===== src/rtl/strb_seq_pkg.sv =====
package strb_seq_pkg;
  typedef enum logic [1:0] {
    ST_IDLE  = 2'd0,
    ST_WAIT  = 2'd1,
    ST_STRB  = 2'd2,
    ST_RECOV = 2'd3
  } seq_state_e;
endpackage


===== src/rtl/strb_phase_cnt.sv =====
module strb_phase_cnt #(
  parameter int CNT_W = 2
) (
  input  logic             clk_i,
  input  logic             rst_ni,
  input  logic             clr_i,
  input  logic [CNT_W-1:0] term_i,
  output logic [CNT_W-1:0] cnt_o,
  output logic             last_o
);
  logic [CNT_W-1:0] cnt_q;

  always_ff @(posedge clk_i or negedge rst_ni) begin
    if (!rst_ni)    cnt_q <= '0;
    else if (clr_i) cnt_q <= '0;
    else            cnt_q <= cnt_q + 1'b1;
  end

  assign cnt_o  = cnt_q;
  assign last_o = (cnt_q == term_i);
endmodule


===== src/rtl/strb_fsm.sv =====
module strb_fsm
  import strb_seq_pkg::*;
#(
  parameter int WAIT_CYCLES    = 4,
  parameter int STROBE_CYCLES  = 4,
  parameter int RECOVER_CYCLES = 2,
  parameter int CNT_W          = 2
) (
  input  logic             clk_i,
  input  logic             rst_ni,
  input  logic             sel_i,
  input  logic             last_i,
  output seq_state_e       state_o,
  output logic [CNT_W-1:0] term_o,
  output logic             clr_o,
  output logic             accept_o
);
  localparam logic [CNT_W-1:0] WAIT_TERM  = CNT_W'(WAIT_CYCLES - 1);
  localparam logic [CNT_W-1:0] STRB_TERM  = CNT_W'(STROBE_CYCLES - 1);
  localparam logic [CNT_W-1:0] RECOV_TERM = CNT_W'(RECOVER_CYCLES - 1);

  seq_state_e state_q, state_d;

  always_comb begin
    state_d = state_q;
    term_o  = '0;
    unique case (state_q)
      ST_IDLE:  if (sel_i) state_d = ST_WAIT;
      ST_WAIT:  begin term_o = WAIT_TERM;  if (last_i) state_d = ST_STRB;  end
      ST_STRB:  begin term_o = STRB_TERM;  if (last_i) state_d = ST_RECOV; end
      ST_RECOV: begin term_o = RECOV_TERM; if (last_i) state_d = ST_IDLE;  end
      default:  state_d = ST_IDLE;
    endcase
  end

  always_ff @(posedge clk_i or negedge rst_ni) begin
    if (!rst_ni) state_q <= ST_IDLE;
    else         state_q <= state_d;
  end

  // counter restarts on each phase change and stays cleared in idle
  assign clr_o    = (state_d != state_q) || (state_q == ST_IDLE);
  assign accept_o = (state_q == ST_IDLE) && sel_i;
  assign state_o  = state_q;
endmodule


===== src/rtl/strb_drive.sv =====
module strb_drive (
  input  logic clk_i,
  input  logic rst_ni,
  input  logic accept_i,
  input  logic dir_i,
  input  logic active_i,
  output logic rd_o,
  output logic wr_o
);
  logic dir_q;

  always_ff @(posedge clk_i or negedge rst_ni) begin
    if (!rst_ni)       dir_q <= 1'b0;
    else if (accept_i) dir_q <= dir_i;
  end

  assign wr_o = active_i &&  dir_q;
  assign rd_o = active_i && !dir_q;
endmodule


===== src/rtl/strb_seq.sv =====
module strb_seq
  import strb_seq_pkg::*;
#(
  parameter int WAIT_CYCLES    = 4,
  parameter int STROBE_CYCLES  = 4,
  parameter int RECOVER_CYCLES = 2
) (
  input  logic       clk_i,
  input  logic       rst_ni,
  input  logic       sel_i,
  input  logic       dir_i,
  output logic       rd_o,
  output logic       wr_o,
  output logic       busy_o,
  output logic [1:0] state_o
);
  localparam int MAX_A  = (WAIT_CYCLES > STROBE_CYCLES) ? WAIT_CYCLES : STROBE_CYCLES;
  localparam int MAX_PH = (MAX_A > RECOVER_CYCLES) ? MAX_A : RECOVER_CYCLES;
  localparam int CNT_W  = (MAX_PH > 1) ? $clog2(MAX_PH) : 1;

  seq_state_e       state;
  logic [CNT_W-1:0] term, cnt;
  logic             clr, last, accept;

  strb_fsm #(
    .WAIT_CYCLES   (WAIT_CYCLES),
    .STROBE_CYCLES (STROBE_CYCLES),
    .RECOVER_CYCLES(RECOVER_CYCLES),
    .CNT_W         (CNT_W)
  ) u_fsm (
    .clk_i   (clk_i),
    .rst_ni  (rst_ni),
    .sel_i   (sel_i),
    .last_i  (last),
    .state_o (state),
    .term_o  (term),
    .clr_o   (clr),
    .accept_o(accept)
  );

  strb_phase_cnt #(.CNT_W(CNT_W)) u_cnt (
    .clk_i (clk_i),
    .rst_ni(rst_ni),
    .clr_i (clr),
    .term_i(term),
    .cnt_o (cnt),
    .last_o(last)
  );

  strb_drive u_drive (
    .clk_i   (clk_i),
    .rst_ni  (rst_ni),
    .accept_i(accept),
    .dir_i   (dir_i),
    .active_i(state == ST_STRB),
    .rd_o    (rd_o),
    .wr_o    (wr_o)
  );

  assign busy_o  = (state != ST_IDLE);
  assign state_o = state;
endmodule


===== config.mk =====
export PLATFORM = sky130hd
export DESIGN_NAME = strb_seq
export DESIGN_NICKNAME = d
export VERILOG_FILES = /design/src/rtl/strb_seq_pkg.sv /design/src/rtl/strb_phase_cnt.sv /design/src/rtl/strb_fsm.sv /design/src/rtl/strb_drive.sv /design/src/rtl/strb_seq.sv
export SDC_FILE = /design/constraint.sdc
export NUM_CORES = 1
export LEC_CHECK = 0
export ABC_AREA = 1
export BUFFER_PORTS_ARGS = -buffer_cell sky130_fd_sc_hd__buf_2
export CORE_AREA = 2 2 39 41
export CTS_BUF_LIST = sky130_fd_sc_hd__clkbuf_4 sky130_fd_sc_hd__clkbuf_8 sky130_fd_sc_hd__clkbuf_16
export CTS_CLUSTER_SIZE = 14
export DETAILED_ROUTE_END_ITERATION = 8
export DIE_AREA = 0 0 41 43
export HOLD_SLACK_MARGIN = 0.08
export SLEW_MARGIN = 20
export SYNTH_ARGS = -nofsm -noshare
export SYNTH_HDL_FRONTEND = slang
export SYNTH_HIERARCHICAL = 1
export SYNTH_SLANG_ARGS = --single-unit

===== constraint.sdc =====
create_clock -name clk_i -period 2.1 [get_ports clk_i]
set_input_delay 0.21 -clock clk_i [delete_from_list [all_inputs] [get_ports clk_i]]
set_output_delay 0.21 -clock clk_i [all_outputs]
set_load 0.005 [all_outputs]

==> results of run 1 <==
[power breakdown]
part           switching [mW]  internal [mW]  total, mW  leakage [nW]
clock                  0.0366         0.0845      0.121        0.0184
combinational           0.331          0.217      0.548         0.262
sequential             0.0249          0.137      0.162        0.0644
[cell type report]
| cell class | count | area [um^2] |
|---|---|---|
| clock buffer | 4 | 30.0 |
| fill | 155 | 833 |
| inverter | 17 | 63.8 |
| multi-input combinational | 45 | 239 |
| sequential | 5 | 125 |
| tap | 16 | 20.0 |
| timing repair buffer | 12 | 72.6 |
[worst max-delay path: stages (launching register included)]
cell and delay (ns):
dfrtp_1 0.37, inv_1 0.13, ha_1 0.26, nand2_1 0.07, nand2_1 0.05, nor2_1 0.14
inv_2 0.06, nand2_2 0.07, nand3_1 0.07, nand2_1 0.07, nand2_2 0.06, a21oi_2 0.13
nand2_1 0.10, nor2_2 0.10
[flip-flops by register name, indices dropped and copies added (netlist names)]
name / flops
u_drive/dir_q: 1
u_fsm/state_o: 2
u_cnt/cnt_o: 2
[timing repair]
action	4_1_cts	5_1_grt
hold buffers	1	0
buffers inserted	0	0
gates resized for setup	0	0
hold endpoints to repair	5	0
[logic make-up (layout without fill, tap and decap cells)]
family	count (synthesis)	after routing	synth area share, %
AND/OR/NAND/NOR	38	38	38.0
AO/OA/AOI/OAI	2	2	3.22
adder cells (fa/ha/maj)	5	5	14.6
flip-flops	5	5	29.2
buffers and inverters	17	33	14.9
[synthesized netlist by cell type]
cell type and instances:
a21oi_2 1, dfrtp_1 5, ha_1 5, inv_1 14
inv_2 3, nand2_1 23, nand2_2 3, nand3_1 4
nand4_1 2, nor2_1 5, nor2_2 1, o21ai_0 1
[routing by layer]
layer  wire length (um)  part of all wire (%)
met1                393                    51
met2                352                    46
met3                 19                   2.5
met4                  0                     0
met5                  0                     0
[worst paths after layout]
kind | startpoint | to | slack (ns) | cells after the start
max | u_fsm/state_o[1] | u_cnt/cnt_o[1] | 0.36 | 13
min | dir_i | u_drive/dir_q | 0.18 | 3
max reg2reg | u_fsm/state_o[1] | u_cnt/cnt_o[1] | 0.36 | 13
min reg2reg | u_cnt/cnt_o[0] | u_cnt/cnt_o[0] | 0.49 | 1
max in group asynchronous | rst_ni | u_fsm/state_o[0] | 1.66 | 2
min in group asynchronous | rst_ni | u_cnt/cnt_o[1] | 0.31 | 2
[stage by stage]
stage / total power [mW] / util [%] / std cells / worst slack [ns] / area [um^2]
floorplan: 0.561 / - / 67 / 0.351 / 428
global placement: 0.713 / 36.9 / 94 / 0.348 / 510
detailed placement: 0.716 / 36.9 / 94 / 0.355 / 510
CTS: 0.845 / 39.8 / 99 / 0.343 / 551
global route: 0.948 / 39.8 / 99 / 0.121 / 551
finish: 0.831 / 39.8 / 99 / 0.356 / 551
==> summary.txt, run 1 <==
Layout
  • Area Growth Syn to Fin: 28.7%
  • Proportion of layout cells with a drive suffix above 1: 27.7%
  • Commonest non-fill, non-tap cell in the layout: nand2_1
  • Most frequent cells in the layout: nand2_1 (23), inv_1 (14), buf_2 (8)
  • Nets: between 90 and 100
  • # diodes: 0

Routing
  • Initial drt markers: 13
  • Post-DRT Antenna Nets: 0
  • Drt pass-1 iters: 4
  • Via-to-Cell Ratio: a little over 4
  • Wirelength per Cell: 7.73 um
  • DRC violations left: 0
  • Vias: 408
  • Final wirelength: around 770 um

Timing
  • Crit path time final: 1.74 ns
  • Final setup fails: 0
  • Final Max Slew Viols: 0
  • Fin crit share: 83.0%
  • Setup TNS: 0 ns
  • Clock skew: 0.00372 ns
  • Final hold violations: 0
  • WHS: 0.183 ns
  • Fmax: 573 MHz
  • Least-Margin Pin Slew: 0.201 ns
  • RSZ-0062 raised after global routing: false
  • Rel. slew slack: a little under 90%

Setup path
  • CP arrival: 1.92 ns
  • Worst Path Max Fanout: 5
  • WP data required: 2.27 ns
  • Setup crit start kind: flip-flop
  • Crit end category: flip-flop
  • Crit Path Category: reg2reg

Placement
  • IO Port Bufs: 8
  • Routability Congestion: 0.751
  • HPWL after DPL: 657 um

Power and ir drop
  • Pleak: 0.345 nW
  • Pwr dens: 1510 nW/um^2
  • Maximum vdd drop: 0.645 mV

Synthesis
  • Synth top area share: between 20% and 30%
  • Syn_area_per_cell: ~6.4 um^2
  • Area contributors post-synth: dfrtp_1 (29%), nand2_1 (20%), ha_1 (15%)
  • Ys Warns: 6
  • Mapped Cells: 67
  • Seq cells post-synth: 5
  • Distinct cells, synth: 12
  • Syn nets: 76
  • Mapped Area: 428 um^2
  • Register area share after synthesis: 29.2%
  • Leading area contributor after synthesis: dfrtp_1

Flow run
  • Maxcap violations: 0

Die
  • DIE WIDTH: between 40 and 50 um
  • Rows: 14
  • Core area: 1380 um^2
  • Die height: 43 um
  • Starting Density: 30.9%
  • Die Area: 1760 um^2
  • I/O pin count: 9

GRT
  • Largest net degree at the start of global routing: 8
  • GR peak layer: met2
  • First-pass GRT wire length: 1390 um
  • Total grt overflow: 0
  • Total GRT Usage: 11.4%
  • Initial antenna violation count: 0
  • M3 GR Usage: under 10%
  • Global-route met1 utilization: 15.2%
  • Number of global-route vias before repair: 365
  • M2 GR Usage: 17.2%

Clock network
  • Latest clock arrival within the worst-skew pair: 0.24 ns
  • Clk pin slew, worst setup/hold paths: about 0.040 ns
  • CTS root buffer: clkbuf_4
  • CTS tree: built
  • Clk buf depth: 2
  • CTS H-tree lvls: 1
  • CTS Sinks: 5
  • Num CTS Buffers: 3

Worst hold path
  • Worst min path class: in2reg

Outcome
  • Outcome: finished clean
(Power assumes the default switching activity.)
==> inputs of run 2 (changes only) <==
==> constraint.sdc (replaced) <==
create_clock -name clk_i -period 1.55 [get_ports clk_i]
set_input_delay 0.155 -clock clk_i [delete_from_list [all_inputs] [get_ports clk_i]]
set_output_delay 0.155 -clock clk_i [all_outputs]
set_load 0.005 [all_outputs]
==> run 2 against run 1 <==
Net effect: the run now ends with setup timing left; sequential cell count did not move; critical endpoint is now u_cnt/cnt_o[0]; final cell count rose by 7.1%; combinational power rose by 120%; largest power group unchanged; register-to-register slack got worse by 0.49 ns; wire length rose by 36%.
==> summary.txt, run 2 (synthesized netlist as in run 1, its figures left out) <==
Timing
  • Least-Margin Pin Slew: around 0.22 ns
  • WHS: between 0.1 and 0.15 ns
  • Fmax: 593 MHz
  • Fin crit share: 109%
  • Final Max Slew Viols: 0
  • RSZ-0062 raised after global routing: true
  • Crit path time final: 1.69 ns
  • Clock skew: 0.00211 ns
  • Rel. slew slack: approximately 85%
  • Final setup fails: 3
  • Final WS setup: -0.138 ns
  • Final hold violations: 0

Clock network
  • CTS H-tree lvls: 1
  • CTS root buffer: clkbuf_4
  • Latest clock arrival within the worst-skew pair: 0.24 ns
  • CTS tree: built
  • Num CTS Buffers: 3
  • Clk buf depth: 2
  • CTS Sinks: 5
  • Clk pin slew, worst setup/hold paths: about 0.04 ns

Worst hold path
  • Worst min path class: in2reg

Placement
  • Routability Congestion: ~0.7
  • Dpl ws: -0.0708 ns
  • Placed standard-cell area: 549 um^2
  • Placed cell count: 97
  • IO Port Bufs: 8
  • HPWL after DPL: 684 um

Routing
  • Final wirelength: 1040 um
  • DRC violations left: 0
  • Post-DRT Antenna Nets: 0
  • Wirelength per Cell: 9.82 um
  • Via-to-Cell Ratio: 4.23
  • Vias: 448
  • Initial drt markers: 5
  • Drt pass-1 iters: 4

GRT
  • First-pass GRT wire length: about 1600 um
  • Initial antenna violation count: 0
  • Number of global-route vias before repair: between 400 and 500
  • Total GRT Usage: about 14%
  • Total grt overflow: 0
  • Largest net degree at the start of global routing: 8

Die
  • Die height: 43 um
  • Core area: 1380 um^2
  • I/O pin count: 9
  • Starting Density: 30.9%
  • Rows: 14
  • DIE WIDTH: 41 um
  • Die Area: 1760 um^2

Layout
  • Finished layout cell area: 673 um^2
  • Proportion of layout cells with a drive suffix above 1: 53.3%
  • # diodes: 0
  • Post-Layout Cell Count: 106
  • Nets: 100
  • Most frequent cells in the layout: nand2_1 (16), inv_1 (11), buf_4 (9), nand2_2 (9), buf_2 (8)
  • Util after Layout: 48.6%
  • Commonest non-fill, non-tap cell in the layout: nand2_1
  • Area Growth Syn to Fin: 57.3%

Outcome
  • Failing checks: setup timing
  • Outcome: finished with violations

Setup path
  • Crit end category: flip-flop
  • Crit Path Category: reg2reg
  • Setup crit start kind: flip-flop
  • Worst Path Max Fanout: 2
  • WP data required: 1.72 ns
  • CP arrival: 1.86 ns

Flow run
  • Maxcap violations: 0

Power and ir drop
  • Maximum vdd drop: roughly 1.1 mV
  • Pleak: 0.396 nW
  • Pwr dens: 2380 nW/um^2
## run 2: cell types whose count changed in the layout (fill, tap and decap cells not counted), moves of 2 or more
cell / change
inv_1: -3
nor2_1: -2
nand3_2: +4
inv_2: +3
nand2_2: +6
buf_4: +6
nand2_1: -7
nand3_1: -4
## run 2: path summary, 6_finish.rpt
path / start / to / slack [ns] / depth (start not counted)
worst max-delay path: u_fsm/state_o[0] / u_cnt/cnt_o[0] / -0.14 / 14
worst min-delay path: dir_i / u_drive/dir_q / 0.12 / 3
worst max register to register: u_fsm/state_o[0] / u_cnt/cnt_o[0] / -0.14 / 14
worst min register to register: u_cnt/cnt_o[0] / u_cnt/cnt_o[0] / 0.49 / 1
max in group asynchronous: rst_ni / u_fsm/state_o[0] / 1.15 / 2
min in group asynchronous: rst_ni / u_cnt/cnt_o[1] / 0.25 / 2
## run 2: cell type report
type | count | area [um^2]
inverters | 17 | 63.8
clock buffers | 4 | 30.0
fillers | 149 | 711
multi-input cells | 45 | 304
flip-flops and latches | 5 | 126
repair buffers | 19 | 129
well taps | 16 | 20.0
## run 2: where the power goes
part	total (mW)	switching [mW]	internal, mW	leakage [nW]
registers	0.229	0.0406	0.188	0.0634
logic	1.21	0.651	0.557	0.314
clock network	0.163	0.0488	0.114	0.0184
total	1.60	0.740	0.859	0.396
## run 2: metal layers
layer,vias to the layer above,wire (um),track usage (%)
met3,0,17,1.57
li1,241,-,-
met1,201,434,16.2
met2,6,589,22.8
met4,0,0,6.00
met5,-,0,0
## run 2: timing repair
item,CTS,global route
endpoints found under the setup margin,2,4
endpoints found under the hold margin,5,0
hold buffers,1,0
resized for setup,1,15
setup buffers,2,3
pin swaps,0,8
## run 2: through the flow
stage,total power [mW],TNS (ns)
2_1_floorplan,0.803,-0.114
3_3_place_gp,1.08,-0.106
3_5_place_dp,1.09,-0.132
4_1_cts,1.34,-0.185
5_1_grt,1.76,-0.665
6_report,1.60,-0.342
## run 2: worst max-delay path, cell delays in order, from the launching register on
cell,delay (ns)
dfrtp_2,0.36
inv_2,0.05
ha_4,0.27
inv_2,0.03
nand2_2,0.05
nand2_2,0.06
nor2_4,0.11
inv_2,0.06
nand2_2,0.07
nand3_2,0.08
nand2_2,0.08
nand2_2,0.06
a21oi_2,0.16
nand2_2,0.08
nor2_1,0.10
